==> src/rtl/sem_cell_pkg.sv <==
package sem_cell_pkg;

    localparam logic [2:0] VIEW_RAW     = 3'd0;
    localparam logic [2:0] VIEW_TAG     = 3'd1;
    localparam logic [2:0] VIEW_EF_WAIT = 3'd2;
    localparam logic [2:0] VIEW_EF_POLL = 3'd3;
    localparam logic [2:0] VIEW_PV_WAIT = 3'd4;
    localparam logic [2:0] VIEW_PV_POLL = 3'd5;

    localparam int TAG_E_BIT    = 0;
    localparam int TAG_F_BIT    = 1;
    localparam int TAG_T_BIT    = 16;
    localparam int TAG_QUEUE_BIT = 17;

    typedef enum logic [2:0] {
        OP_NONE,
        OP_TAKE,
        OP_GIVE,
        OP_PEEK,
        OP_TAG_RD,
        OP_TAG_WR,
        OP_ZERO,
        OP_ONES
    } op_e;

    typedef enum logic {
        ST_IDLE,
        ST_RESP
    } st_e;

endpackage

==> src/rtl/sem_view_decode.sv <==
module sem_view_decode
    import sem_cell_pkg::*;
(
    input  logic [2:0] view,
    input  logic       is_write,
    output op_e        op,
    output logic       wait_flag
);

    always_comb begin
        op        = OP_NONE;
        wait_flag = 1'b0;
        unique case (view)
            VIEW_RAW:     op = is_write ? OP_NONE   : OP_PEEK;
            VIEW_TAG:     op = is_write ? OP_TAG_WR : OP_TAG_RD;
            VIEW_EF_WAIT,
            VIEW_EF_POLL: op = is_write ? OP_NONE   : OP_ZERO;
            VIEW_PV_WAIT,
            VIEW_PV_POLL: begin
                op        = is_write ? OP_GIVE : OP_TAKE;
                wait_flag = (view == VIEW_PV_WAIT);
            end
            default:      op = is_write ? OP_NONE   : OP_ONES;
        endcase
    end

endmodule

==> src/rtl/sem_counter.sv <==
module sem_counter #(
    parameter int CNT_W = 16
) (
    input  logic             clk,
    input  logic             rst_n,
    input  logic             dec_en,
    input  logic             inc_en,
    output logic [CNT_W-1:0] cnt,
    output logic             is_zero
);

    localparam logic [CNT_W-1:0] CNT_MAX = {CNT_W{1'b1}};

    assign is_zero = (cnt == '0);

    always_ff @(posedge clk) begin
        if (!rst_n) begin
            cnt <= '0;
        end else if (dec_en && !is_zero) begin
            cnt <= cnt - 1'b1;
        end else if (inc_en && (cnt != CNT_MAX)) begin
            cnt <= cnt + 1'b1;
        end
    end

    AST_STEP_ONE: assert property (@(posedge clk) disable iff (!rst_n)
        1'b1 |=> (cnt == $past(cnt) || cnt == $past(cnt) + 1'b1 || cnt == $past(cnt) - 1'b1));
    AST_NO_WRAP_TOP: assert property (@(posedge clk) disable iff (!rst_n)
        (cnt == CNT_MAX) |=> (cnt != '0));
    AST_NO_WRAP_BOTTOM: assert property (@(posedge clk) disable iff (!rst_n)
        (cnt == '0) |=> (cnt != CNT_MAX));

endmodule

==> src/rtl/sem_park_mask.sv <==
module sem_park_mask #(
    parameter int REQ_N = 8,
    parameter int ID_W  = $clog2(REQ_N)
) (
    input  logic             clk,
    input  logic             rst_n,
    input  logic             park_en,
    input  logic [ID_W-1:0]  park_id,
    input  logic             flush_en,
    output logic [REQ_N-1:0] mask
);

    for (genvar g = 0; g < REQ_N; g++) begin : g_bit
        always_ff @(posedge clk) begin
            if (!rst_n) begin
                mask[g] <= 1'b0;
            end else if (flush_en) begin
                mask[g] <= 1'b0;
            end else if (park_en && (park_id == ID_W'(g))) begin
                mask[g] <= 1'b1;
            end
        end
    end

    AST_FLUSH_EMPTIES: assert property (@(posedge clk) disable iff (!rst_n)
        flush_en |=> (mask == '0));
    AST_PARK_SETS: assert property (@(posedge clk) disable iff (!rst_n)
        (park_en && !flush_en) |=> (mask != '0));

endmodule

==> src/rtl/sem_cell.sv <==
module sem_cell
    import sem_cell_pkg::*;
#(
    parameter int CNT_W  = 16,
    parameter int DATA_W = 32,
    parameter int REQ_N  = 8,
    parameter int ID_W   = $clog2(REQ_N)
) (
    input  logic              clk,
    input  logic              rst_n,
    input  logic              req_valid,
    output logic              req_ready,
    input  logic              req_write,
    input  logic [2:0]        req_view,
    input  logic [ID_W-1:0]   req_id,
    input  logic [DATA_W-1:0] req_wdata,
    output logic              rsp_valid,
    output logic [DATA_W-1:0] rsp_data,
    output logic              rsp_block,
    output logic              wake_valid,
    output logic [REQ_N-1:0]  wake_mask
);

    st_e  state, st_nxt;
    op_e  op;
    logic wait_flag;
    logic accept;
    logic [CNT_W-1:0]  cnt;
    logic              cnt_zero;
    logic [REQ_N-1:0]  park;
    logic              park_en, flush_en;
    logic              tag_t, tag_e, tag_f;
    logic [DATA_W-1:0] tag_word, rsp_word;
    logic [DATA_W-1:0] rsp_data_q;
    logic              rsp_block_q, wake_q;
    logic [REQ_N-1:0]  wake_mask_q;
    logic              wdata_unused;

    assign wdata_unused = ^req_wdata;

    sem_view_decode u_dec (
        .view      (req_view),
        .is_write  (req_write),
        .op        (op),
        .wait_flag (wait_flag)
    );

    assign accept   = req_valid && (state == ST_IDLE);
    assign park_en  = accept && (op == OP_TAKE) && wait_flag && cnt_zero;
    assign flush_en = accept && (op == OP_GIVE) && (park != '0);

    sem_counter #(.CNT_W(CNT_W)) u_cnt (
        .clk     (clk),
        .rst_n   (rst_n),
        .dec_en  (accept && (op == OP_TAKE)),
        .inc_en  (accept && (op == OP_GIVE)),
        .cnt     (cnt),
        .is_zero (cnt_zero)
    );

    sem_park_mask #(.REQ_N(REQ_N), .ID_W(ID_W)) u_park (
        .clk      (clk),
        .rst_n    (rst_n),
        .park_en  (park_en),
        .park_id  (req_id),
        .flush_en (flush_en),
        .mask     (park)
    );

    // Tag bits written through the control view
    always_ff @(posedge clk) begin
        if (!rst_n) begin
            tag_t <= 1'b0;
            tag_e <= 1'b0;
            tag_f <= 1'b0;
        end else if (accept && (op == OP_TAG_WR)) begin
            tag_t <= req_wdata[TAG_T_BIT];
            tag_e <= req_wdata[TAG_E_BIT];
            tag_f <= req_wdata[TAG_F_BIT];
        end
    end

    always_comb begin
        tag_word = '0;
        tag_word[TAG_T_BIT]     = tag_t;
        tag_word[TAG_F_BIT]     = tag_f;
        tag_word[TAG_E_BIT]     = tag_e;
        tag_word[TAG_QUEUE_BIT] = 1'b0;
    end

    always_comb begin
        unique case (op)
            OP_TAKE, OP_PEEK: rsp_word = DATA_W'(cnt);
            OP_TAG_RD:        rsp_word = tag_word;
            OP_ONES:          rsp_word = '1;
            default:          rsp_word = '0;
        endcase
    end

    // State register
    always_ff @(posedge clk) begin
        if (!rst_n) state <= ST_IDLE;
        else        state <= st_nxt;
    end

    // Transitions: T_WAIT, T_ACCEPT, T_DONE
    always_comb begin
        unique case (state)
            ST_IDLE: st_nxt = req_valid ? ST_RESP : ST_IDLE;
            ST_RESP: st_nxt = ST_IDLE;
            default: st_nxt = ST_IDLE;
        endcase
    end

    // Output registers
    always_ff @(posedge clk) begin
        if (!rst_n) begin
            rsp_data_q  <= '0;
            rsp_block_q <= 1'b0;
            wake_q      <= 1'b0;
            wake_mask_q <= '0;
        end else if (accept) begin
            rsp_data_q  <= rsp_word;
            rsp_block_q <= park_en;
            wake_q      <= flush_en;
            wake_mask_q <= flush_en ? park : '0;
        end else begin
            rsp_block_q <= 1'b0;
            wake_q      <= 1'b0;
            wake_mask_q <= '0;
        end
    end

    assign req_ready  = (state == ST_IDLE);
    assign rsp_valid  = (state == ST_RESP);
    assign rsp_data   = rsp_data_q;
    assign rsp_block  = rsp_block_q;
    assign wake_valid = wake_q;
    assign wake_mask  = wake_mask_q;

    AST_ONE_RESP: assert property (@(posedge clk) disable iff (!rst_n)
        rsp_valid |=> !rsp_valid);
    AST_ACCEPT_RESP: assert property (@(posedge clk) disable iff (!rst_n)
        (req_valid && req_ready) |=> (rsp_valid && !req_ready));
    AST_WAKE_NONEMPTY: assert property (@(posedge clk) disable iff (!rst_n)
        wake_valid |-> (wake_mask != '0 && rsp_valid));
    AST_WAKE_MASK_GONE: assert property (@(posedge clk) disable iff (!rst_n)
        wake_valid |-> (park == '0));
    AST_BLOCK_NO_DATA: assert property (@(posedge clk) disable iff (!rst_n)
        rsp_block |-> (rsp_data == '0 && cnt == '0));

endmodule

==> config.mk <==
export PLATFORM = sky130hd
export DESIGN_NAME = sem_cell
export DESIGN_NICKNAME = d
export VERILOG_FILES = /design/src/rtl/sem_cell_pkg.sv /design/src/rtl/sem_view_decode.sv /design/src/rtl/sem_counter.sv /design/src/rtl/sem_park_mask.sv /design/src/rtl/sem_cell.sv
export SDC_FILE = /design/constraint.sdc
export NUM_CORES = 1
export LEC_CHECK = 0
export ABC_AREA = 1
export ABC_CLOCK_PERIOD_IN_PS = 3800
export BUFFER_PORTS_ARGS = -buffer_cell sky130_fd_sc_hd__buf_2
export CAP_MARGIN = 30
export CORE_AREA = 2 2 110 112
export DETAILED_ROUTE_END_ITERATION = 16
export DIE_AREA = 0 0 112 114
export GPL_TIMING_DRIVEN = 0
export REMOVE_ABC_BUFFERS = 1
export SETUP_SLACK_MARGIN = 0.3
export SLEW_MARGIN = 20
export SYNTH_ARGS = -nofsm -noshare
export SYNTH_HDL_FRONTEND = slang
export SYNTH_HIERARCHICAL = 1
export SYNTH_SLANG_ARGS = --single-unit
==> constraint.sdc <==
create_clock -name clk -period 3.8 [get_ports clk]
set_clock_uncertainty 0.2 [all_clocks]
set_input_delay 0.38 -clock clk [delete_from_list [all_inputs] [get_ports clk]]
set_output_delay 0.38 -clock clk [all_outputs]
set_load 0.01 [all_outputs]
; Yosys cells after proc, flatten, opt, wreduce, memory -nomap -nowiden
; Cells that the tools add are included.
[word_totals]
register_bits = 70
latchBits = 0
ramBits = 0
rom_bits = 0
output_inout_bits = 44
wordCells = 81
memories = 0
[op_classes]
addsub = 2
mul = 0
div = 0
order_cmp = 0
eq_ne = 19
shift = 0
muxes = 12
bitwise_logic = 2
n_reduce_logical = 29
[op_table]
columns = operator, count
row1 = 32-bit case mux with 3 select lines, 1
row2 = 16-bit 2-to-1 mux, 2
row3 = "3-bit equality test, second input constant", 9
row4 = "3-bit by 2-bit equality test with 1-bit output, second input constant", 6
row5 = 1-bit logical AND, 17
row6 = "16-bit by 1-bit adder with 16-bit output, second input constant", 1
row7 = 16-bit zero test, 1
row8 = "16-bit inequality test, second input constant", 1
row9 = "16-bit by 1-bit subtractor with 16-bit output, second input constant", 1
row10 = 3-bit case mux with 4 select lines, 1
row11 = "3-bit by 1-bit equality test with 1-bit output, second input constant", 3
row12 = 8-bit nonzero test, 1
row13 = 2-bit OR reduction, 4
row14 = 3-bit zero test, 2
row15 = 3-bit 2-to-1 mux, 2
row16 = 2-bit 2-to-1 mux, 2
row17 = 1-bit 2-to-1 mux, 3
row18 = 3-bit AND reduction, 1
row19 = 1-bit inverter, 2
row20 = 1-bit case mux with 2 select lines, 1
row21 = 2-bit AND reduction, 1
row22 = 2-bit nonzero test, 1
row23 = 1-bit zero test, 1

; Depth between registers and ports, before layout
; Gate-level depths: netlist (run 1).
[logic_depth]
ltp_word = 8
ltp_mapped = 23

; Modules after synthesis
; Netlist (run 1), hierarchy kept.
[modules_own_cells]
columns = mod, n_inst, cells_each, area_per_inst_um2, seq_area_each_um2
row1 = sem_counter, 1, 286, 1641.6, 320.3
row2 = sem_cell, 1, 172, 1342.5, 640.6
row3 = sem_park_mask, 1, 45, 316.6, 160.2
row4 = sem_view_decode, 1, 17, 75.1, 0.0

; Worst setup path before layout (run 1)
; Ideal clock, no wire load.
[synth_timing]
path_kind = input to register
from = input port req_view[1]
to = register u_cnt.cnt[11]
arrival_ns = 2.934
required_ns = 3.490
slack_ns = 0.555
cell_stages = 17
path_buffers = 1
path_cell_list = inv_1 o21ai_0 nor2_4 nor3b_4 nand2_1 buf_2 inv_1 ha_1 or2_2 nand3_1 nand2_1 nand2_1 nand2_1 nand2_1 nand3_1 nand3_1 inv_1
[synth_via]
elab_chain_cells = 7
elab_cells_between_ends = 17
classes_between = eq/ne: 7 / mux: 2 / reduce/logical: 8
[synth_lines]
columns = item, line
row1 = "start, declared", sem_cell.sv:14  ; input logic [2:0] req_view,
row2 = 3-bit equality test / 3-bit by 2-bit equality test with 1-bit output (equally long branches), sem_view_decode.sv:13  ; unique case (view)
row3 = 2-bit OR reduction, sem_view_decode.sv:13
row4 = 3-bit case mux with 4 select lines *, sem_view_decode.sv:13
row5 = named net op[2], sem_cell.sv:25  ; op_e op;
row6 = 3-bit by 1-bit equality test with 1-bit output / 3-bit by 2-bit equality test with 1-bit output (equally long branches), "sem_cell.sv:55, sem_cell.sv:56"
row7 = 1-bit logical AND (on tied branches), "sem_cell.sv:55, sem_cell.sv:56"
row8 = 1-bit logical AND (on tied branches), "sem_counter.sv:19, sem_counter.sv:21"
row9 = 16-bit 2-to-1 mux / 2-bit nonzero test (equally long branches), --
row10 = "end signal, assigned", sem_counter.sv:20  ; cnt <= cnt - 1'b1;
row11 = "end signal, assigned", sem_counter.sv:22  ; cnt <= cnt + 1'b1;
row12 = "end, declared", sem_counter.sv:8  ; output logic [CNT_W-1:0] cnt,
; The timed path passes the listed nets; every way through them passes the cells marked *.
; A chain may end at the register's enable or synchronous reset.

; Final worst setup path (run 1)
[layout_timing]
from = input port req_view[1]
to = register u_cnt.cnt[12]
; The elaborated chain is that of the path after synthesis.

==> results of run 1 <==
-- layout make-up --
class | instances | area, µm²
multi-input combinational | 352 | 1750
timing repair buffer | 60 | 323
clock buffer | 5 | 125
fill | 1268 | 7850
sequential | 56 | 1120
tap | 147 | 184
clock inverter | 3 | 27.5
inverter | 87 | 330
-- critical path: cells and delay by family --
family / cells / cell delay [ns]
compound gates: 3 / 0.92
buf+inv: 5 / 0.57
fa+ha+maj: 1 / 0.32
simple gates: 8 / 0.92
-- layout by cell type (no fill, tap or decap), drive strengths merged --
cell type / count
a21oi: 38
dfxtp: 56
clkinvlp: 2
fa: 1
nor3b: 1
o21ai: 30
clkbuf: 5
or2: 1
o21bai: 1
xnor2: 6
xor2: 1
nand3b: 4
nand4: 3
o21a: 1
ha: 14
inv: 87
nor3: 5
buf: 60
nor2: 86
nand3: 32
clkinv: 1
nand2: 128
-- flip-flops by register name, summed over array words and instances (netlist names) --
register	count
tag_t	1
u_park/mask	8
wake_mask	8
rsp_data	18
rsp_block	1
wake_valid	1
tag_e	1
u_cnt/cnt	16
tag_f	1
rsp_valid	1
-- Yosys cell counts, drive strengths merged --
cell      n  share of area (%)
o21bai    1               0.22
buf      22                5.0
xnor2     6                1.6
nor2     86                 10
nand2   128                 15
nor3      5                1.0
a21oi    38                5.6
xor2      1               0.26
dfxtp    56                 33
ha       14                5.2
clkbuf    3               0.33
nor3b     1               0.56
inv      87                9.7
o21a      1               0.22
or2       1               0.19
nand3    32                5.2
o21ai    30                4.8
fa        1               0.59
nand4     3               0.56
nand3b    4               0.89
-- worst paths after layout --
kind                  start            end  slack (ns)
max             req_view[1]  u_cnt/cnt[12]        0.68
min            req_wdata[0]          tag_e        0.14
max reg2reg    u_cnt/cnt[8]  u_cnt/cnt[12]        0.78
min reg2reg  u_park/mask[6]   wake_mask[6]        0.24
-- per-stage QoR --
stage | total power (µW) | hold slack, ns | instances | util, % | worst slack [ns]
after floorplan | 840 | 0.221 | 495 | - | 0.431
after global placement | 921 | 0.232 | 698 | 31.3 | -0.323
after detailed placement | 927 | 0.234 | 698 | 31.3 | -0.433
after CTS | 1410 | 0.127 | 708 | 32.8 | 0.358
after global routing | 1480 | 0.149 | 710 | 33.0 | 0.359
final | 1400 | 0.136 | 710 | 33.0 | 0.679
-- layer usage --
metal / track usage, % / wire (µm)
met5: 0 / 0
met1: 13.8 / 3490
met3: 2.28 / 311
met4: 4.31 / 116
met2: 22.4 / 3690
-- cell families (layout without fill, tap and decap cells) --
family          Yosys count  in the layout  synth area share [%]
compound gates           70             70                  10.9
buf+inv                 112            155                  15.0
xor+xnor                  7              7                  1.82
fa+ha+maj                15             15                  5.78
simple gates            260            260                  33.3
flops                    56             56                  33.2
-- power breakdown --
group | switching, µW | leakage [µW] | internal (µW)
registers | 31.4 | 0.000456 | 617
clock network | 230 | 0.0000719 | 251
logic | 171 | 0.00144 | 101
total | 432 | 0.00196 | 969
-- repair_timing --
action | CTS | global route
cloned | 0 | 0
pin swaps | 0 | 1
buffers inserted | 2 | 2
gates resized for setup | 3 | 1
hold buffers | 0 | 0
endpoints found under the setup margin | 13 | 11
==> reports/qor.yml, run 1 <==
clock_latency_ns: 0.30
leakage_uw: 0.00196
fmaxAchievable_mhz: 320
cp_slowest_cell: "o21ai_1"
r2r_cells: 16
drt_wl_total_mm: 7.61
die_x_um: 112
antenna_found_initial: 0
grt_util_all_layers_pct: 12.0
htree_levels: 2
power_density_mw_per_mm2: 363
hold_path.class: "input pin to flip-flop"
syn_avg_cell_area_um2: 6.49
drc: 0
grt_pass1_vias: 2923
placementRows: 40
via_per_inst: 4.36
fin_nets: 619
crit_type: "input pin to flip-flop"
yosysSeqAreaShare_pct: 33.2
synthCells: 520
tightest_slew_ns: 0.655
dr.first_iter.drc_count: 159
period_minus_slack_ns: 3.12
place_area_mm2: 0.00366
initial_core_util_pct: 28.8
cp_slowest_stage_delay_ns: 0.47
final_cell_area_mm2: 0.00386
status: "finished, final reports clean"
vias: 3098
die_h_um: 114
synth_area_mm2: 0.00338
cts_sinks: 56
firstDrtPassIters: 4
cap_violations: 0
ys_types: 32
setup_violations: 0
clk_pin_slew_ns: 0.08
die-area_mm2: 0.0128
ys_warn_count: 6
ant_nets: 0
holdPathStages: 3
grt_first_pass_wirelength_mm: 12.8
maxSlewHeadroom_pct: 56.3
finalCritPeriodShare_pct: 82.1
drive_gt1_share_pct: 16.7
cp_max_fo: 11
cts_tree: "yes"
grt_start_max_net_pins: 39
crit_required_ns: 3.80
ys_ff_latch: 56
cts_inserted_buffers: 5
gp_congestion: 0.847
cp.arrival_ns: 3.12
io_pins: 86
grt_overflow: 0
final_hold_viol_count: 0
cts_root_buf: "clkbuf_16"
antenna_cells: 0
drv_slew: 0
crit_chain: "buf_2 > inv_1 > o21ai_1 > nor2_4 > nor3b_4 > nand2_2 > clkinvlp_4 > buf_12 > ha_1 > a21oi_1 > nor2_1 > o21ai_0 > nand3_1 > nand2_1 > nand3_1 > nand2_1 > inv_1"
core-area_mm2: 0.0117
rsz0062_at_grt: "no"
start_kind: "input pin"
wl_per_cell_um: 10.7
cts_buffer_depth: 2
end_kind: "flip-flop"
io_buffers: 56
area_growth_pct: 14.5
max-vdd-ir-drop_mv: 0.262
fin_setup_tns_ns: 0
hpwl_mm: 5.63
Note: power is estimated with default switching activity, not from simulation.
==> run 2, diff against run 1 <==
Settings changed: ABC_AREA 1 to 0, ABC_CLOCK_PERIOD_IN_PS 3800 to 3300, CORE_AREA 2 2 110 112 to 2 2 106 108, DIE_AREA 0 0 112 114 to 0 0 108 110.
Clock period 3.8 ns to 3.3 ns, I/O delays scaled along.
==> run 2 against run 1 <==
Net effect:
- the run now ends with negative setup slack left
- routed wire length is 1.2% higher
- first-iteration DRC count is 0.63% higher
- clock-buffer cell count stayed put
- sequential share of layout area is 0.34 points higher
- via count is 8.6% lower
- synthesized cell count is 29% lower
- total power is 8.5% lower
- critical path depth is 6 lower
- non-clock buffer count is 8 higher
- flip-flop and latch count stayed put
- worst hold slack worse by 0.086 ns
==> reports/qor.yml, run 2 <==
die-area_mm2: 0.0119
cp.arrival_ns: 3.50
via_per_inst: 5.10
synthFlopType: "dfxtp_1"
path_delay_family: "simple AND/OR/NAND/NOR gates"
grt_pass1_vias: 2651
synth_common_cells: "dfxtp_1 (56), nand2_1 (37), a21oi_1 (35)"
area_growth_pct: 22.0
cp_slowest_stage_delay_ns: 0.54
fin_util_pct: 36.1
ys_ff_latch: 56
ys_types: 67
grt_start_max_net_pins: 45
cts_buffer_depth: 2
initial_core_util_pct: 29.6
antenna_found_initial: 0
wl_per_cell_um: 13.9
drt_wl_total_mm: 7.71
holdBufCountCts: 0
cp_slowest_cell: "or4_4"
syn_avg_cell_area_um2: 8.60
ant_nets: 0
drive_gt1_share_pct: 32.5
fillCellCount: 1071
violations: "negative setup slack"
status: "finished with violations"
cp_max_fo: 10
setup_violations: 9
clk_pin_slew_ns: 0.12
core-area_mm2: 0.0107
drv_slew: 0
htree_levels: 2
clock_latency_ns: 0.32
crit_buf_inv: 2
final_cell_mix: "buf_2 (56), dfxtp_1 (50), nand2_1 (36)"
hold_path.class: "input pin to flip-flop"
synth_top_area_share_pct: 35.4
cts_sinks: 56
fin_nets: 471
yosysSeqAreaShare_pct: 35.4
dr.first_iter.drc_count: 160
antenna_cells: 0
synth.most_common_cell: "dfxtp_1"
start_kind: "flip-flop"
end_kind: "flip-flop"
grt_first_pass_wirelength_mm: 12.3
synth_area_mm2: 0.00317
die_x_um: 108
rsz0062_at_grt: "yes"
io_pins: 86
finalCritPeriodShare_pct: 105
gp_congestion: 0.817
final_hold_viol_count: 0
io_buffers: 56
placementRows: 38
synthTopCellsByArea: "dfxtp_1 (35%), a21oi_1 (5.5%), ha_1 (5.5%)"
cap_violations: 0
place_ws_ns: -1.66
drc: 0
cts_inserted_buffers: 5
leakage_uw: 0.00151
ys_async_sr_fraction_pct: 0
crit_required_ns: 3.34
yosysTopAreaCell: "dfxtp_1"
largest_register_ffs: 18
setup_ws_ns: -0.157
max-vdd-ir-drop_mv: 0.214
cts_tree: "yes"
synthCells: 368
grt_util_all_layers_pct: 12.7
ys_warn_count: 6
die_h_um: 110
crit_chain: "or4_4 > o41ai_4 > clkinvlp_4 > buf_12 > ha_4 > nor2b_4 > o31ai_4 > a21oi_2 > o21ai_0 > or3b_2 > a21oi_2"
grt_overflow: 0
fmaxAchievable_mhz: 289
cpMostUsedCell: "a21oi_2"
power_density_mw_per_mm2: 332
crit_type: "flip-flop to flip-flop"
firstDrtPassIters: 4
maxSlewHeadroom_pct: 44.3
vias: 2832
cts_root_buf: "clkbuf_8"
hpwl_mm: 5.20
period_minus_slack_ns: 3.46
layout_commonest_cell: "buf_2"
tightest_slew_ns: 0.834
synth_edf_count: 0
[run 2: worst paths after layout]
| check | start | end | slack [ns] | cells past startpoint |
|---|---|---|---|---|
| worst max-delay path | u_cnt/cnt[9] | u_cnt/cnt[8] | -0.16 | 11 |
| worst min-delay path | req_wdata[0] | tag_e | 0.05 | 3 |
| worst max register to register | u_cnt/cnt[9] | u_cnt/cnt[8] | -0.16 | 11 |
| worst min register to register | tag_f | tag_f | 0.27 | 2 |
[run 2: layout make-up]
cell class	count	area (µm²)	area share (%)
Multi-Input combinational cell	263	1990	51.7
Sequential cell	56	1130	29.4
Timing Repair Buffer	68	383	9.92
Tap cell	140	175	4.54
Inverter	20	78.8	2.04
Clock buffer	5	68.8	1.78
Clock inverter	3	27.5	0.713
[run 2: logic make-up after synthesis]
group,count (synthesis),synth area share (%)
fa+ha+maj,15,6.17
compound gates,104,21.8
flops,56,35.4
buf+inv,49,9.17
mux,6,1.90
xor+xnor,3,0.830
simple gates,135,24.7
[run 2: worst reg2reg max path: stages, from the launching register on]
cell	delay, ns
dfxtp_4	0.39
or4_4	0.54
o41ai_4	0.44
clkinvlp_4	0.18
buf_12	0.18
ha_4	0.25
nor2b_4	0.15
o31ai_4	0.21
a21oi_2	0.10
o21ai_0	0.16
or3b_2	0.47
a21oi_2	0.13
[run 2: per-stage QoR]
stage | total power, µW | TNS, ns | instances | hold slack, ns | instance area [µm²]
after global placement | 871 | -21.70 | 535 | 0.244 | 3410
after detailed placement | 877 | -18.79 | 536 | 0.255 | 3420
after CTS | 1290 | -0.833 | 549 | 0.0481 | 3720
final | 1280 | -0.791 | 555 | 0.0495 | 3860
after global routing | 1340 | -1.70 | 555 | 0.0478 | 3860
after floorplan | 806 | -8.69 | 339 | 0.234 | 2950
[run 2: metal layers]
metal / GRT usage (%) / part of all wire [%] / wire (µm)
met5: 0 / 0 / 0
met4: 3.57 / 0.93 / 72
met3: 1.88 / 3.8 / 290
met2: 23.5 / 48 / 3720
met1: 15.1 / 47 / 3620
[run 2: repair_timing]
item	4_1_cts	5_1_grt
endpoints found under the setup margin	15	13
resized for setup	34	24
pin swaps	7	7
buffers inserted	5	5
cloned	0	0
endpoints found under the hold margin	0	0
[run 2: report_power, final]
| group | total (µW) | switching (µW) | leakage [µW] | internal (µW) |
|---|---|---|---|---|
| registers | 705 | 13.2 | 0.000458 | 692 |
| logic | 171 | 103 | 0.00101 | 67.7 |
| clock network | 406 | 249 | 0.0000463 | 157 |
| total | 1280 | 366 | 0.00151 | 916 |
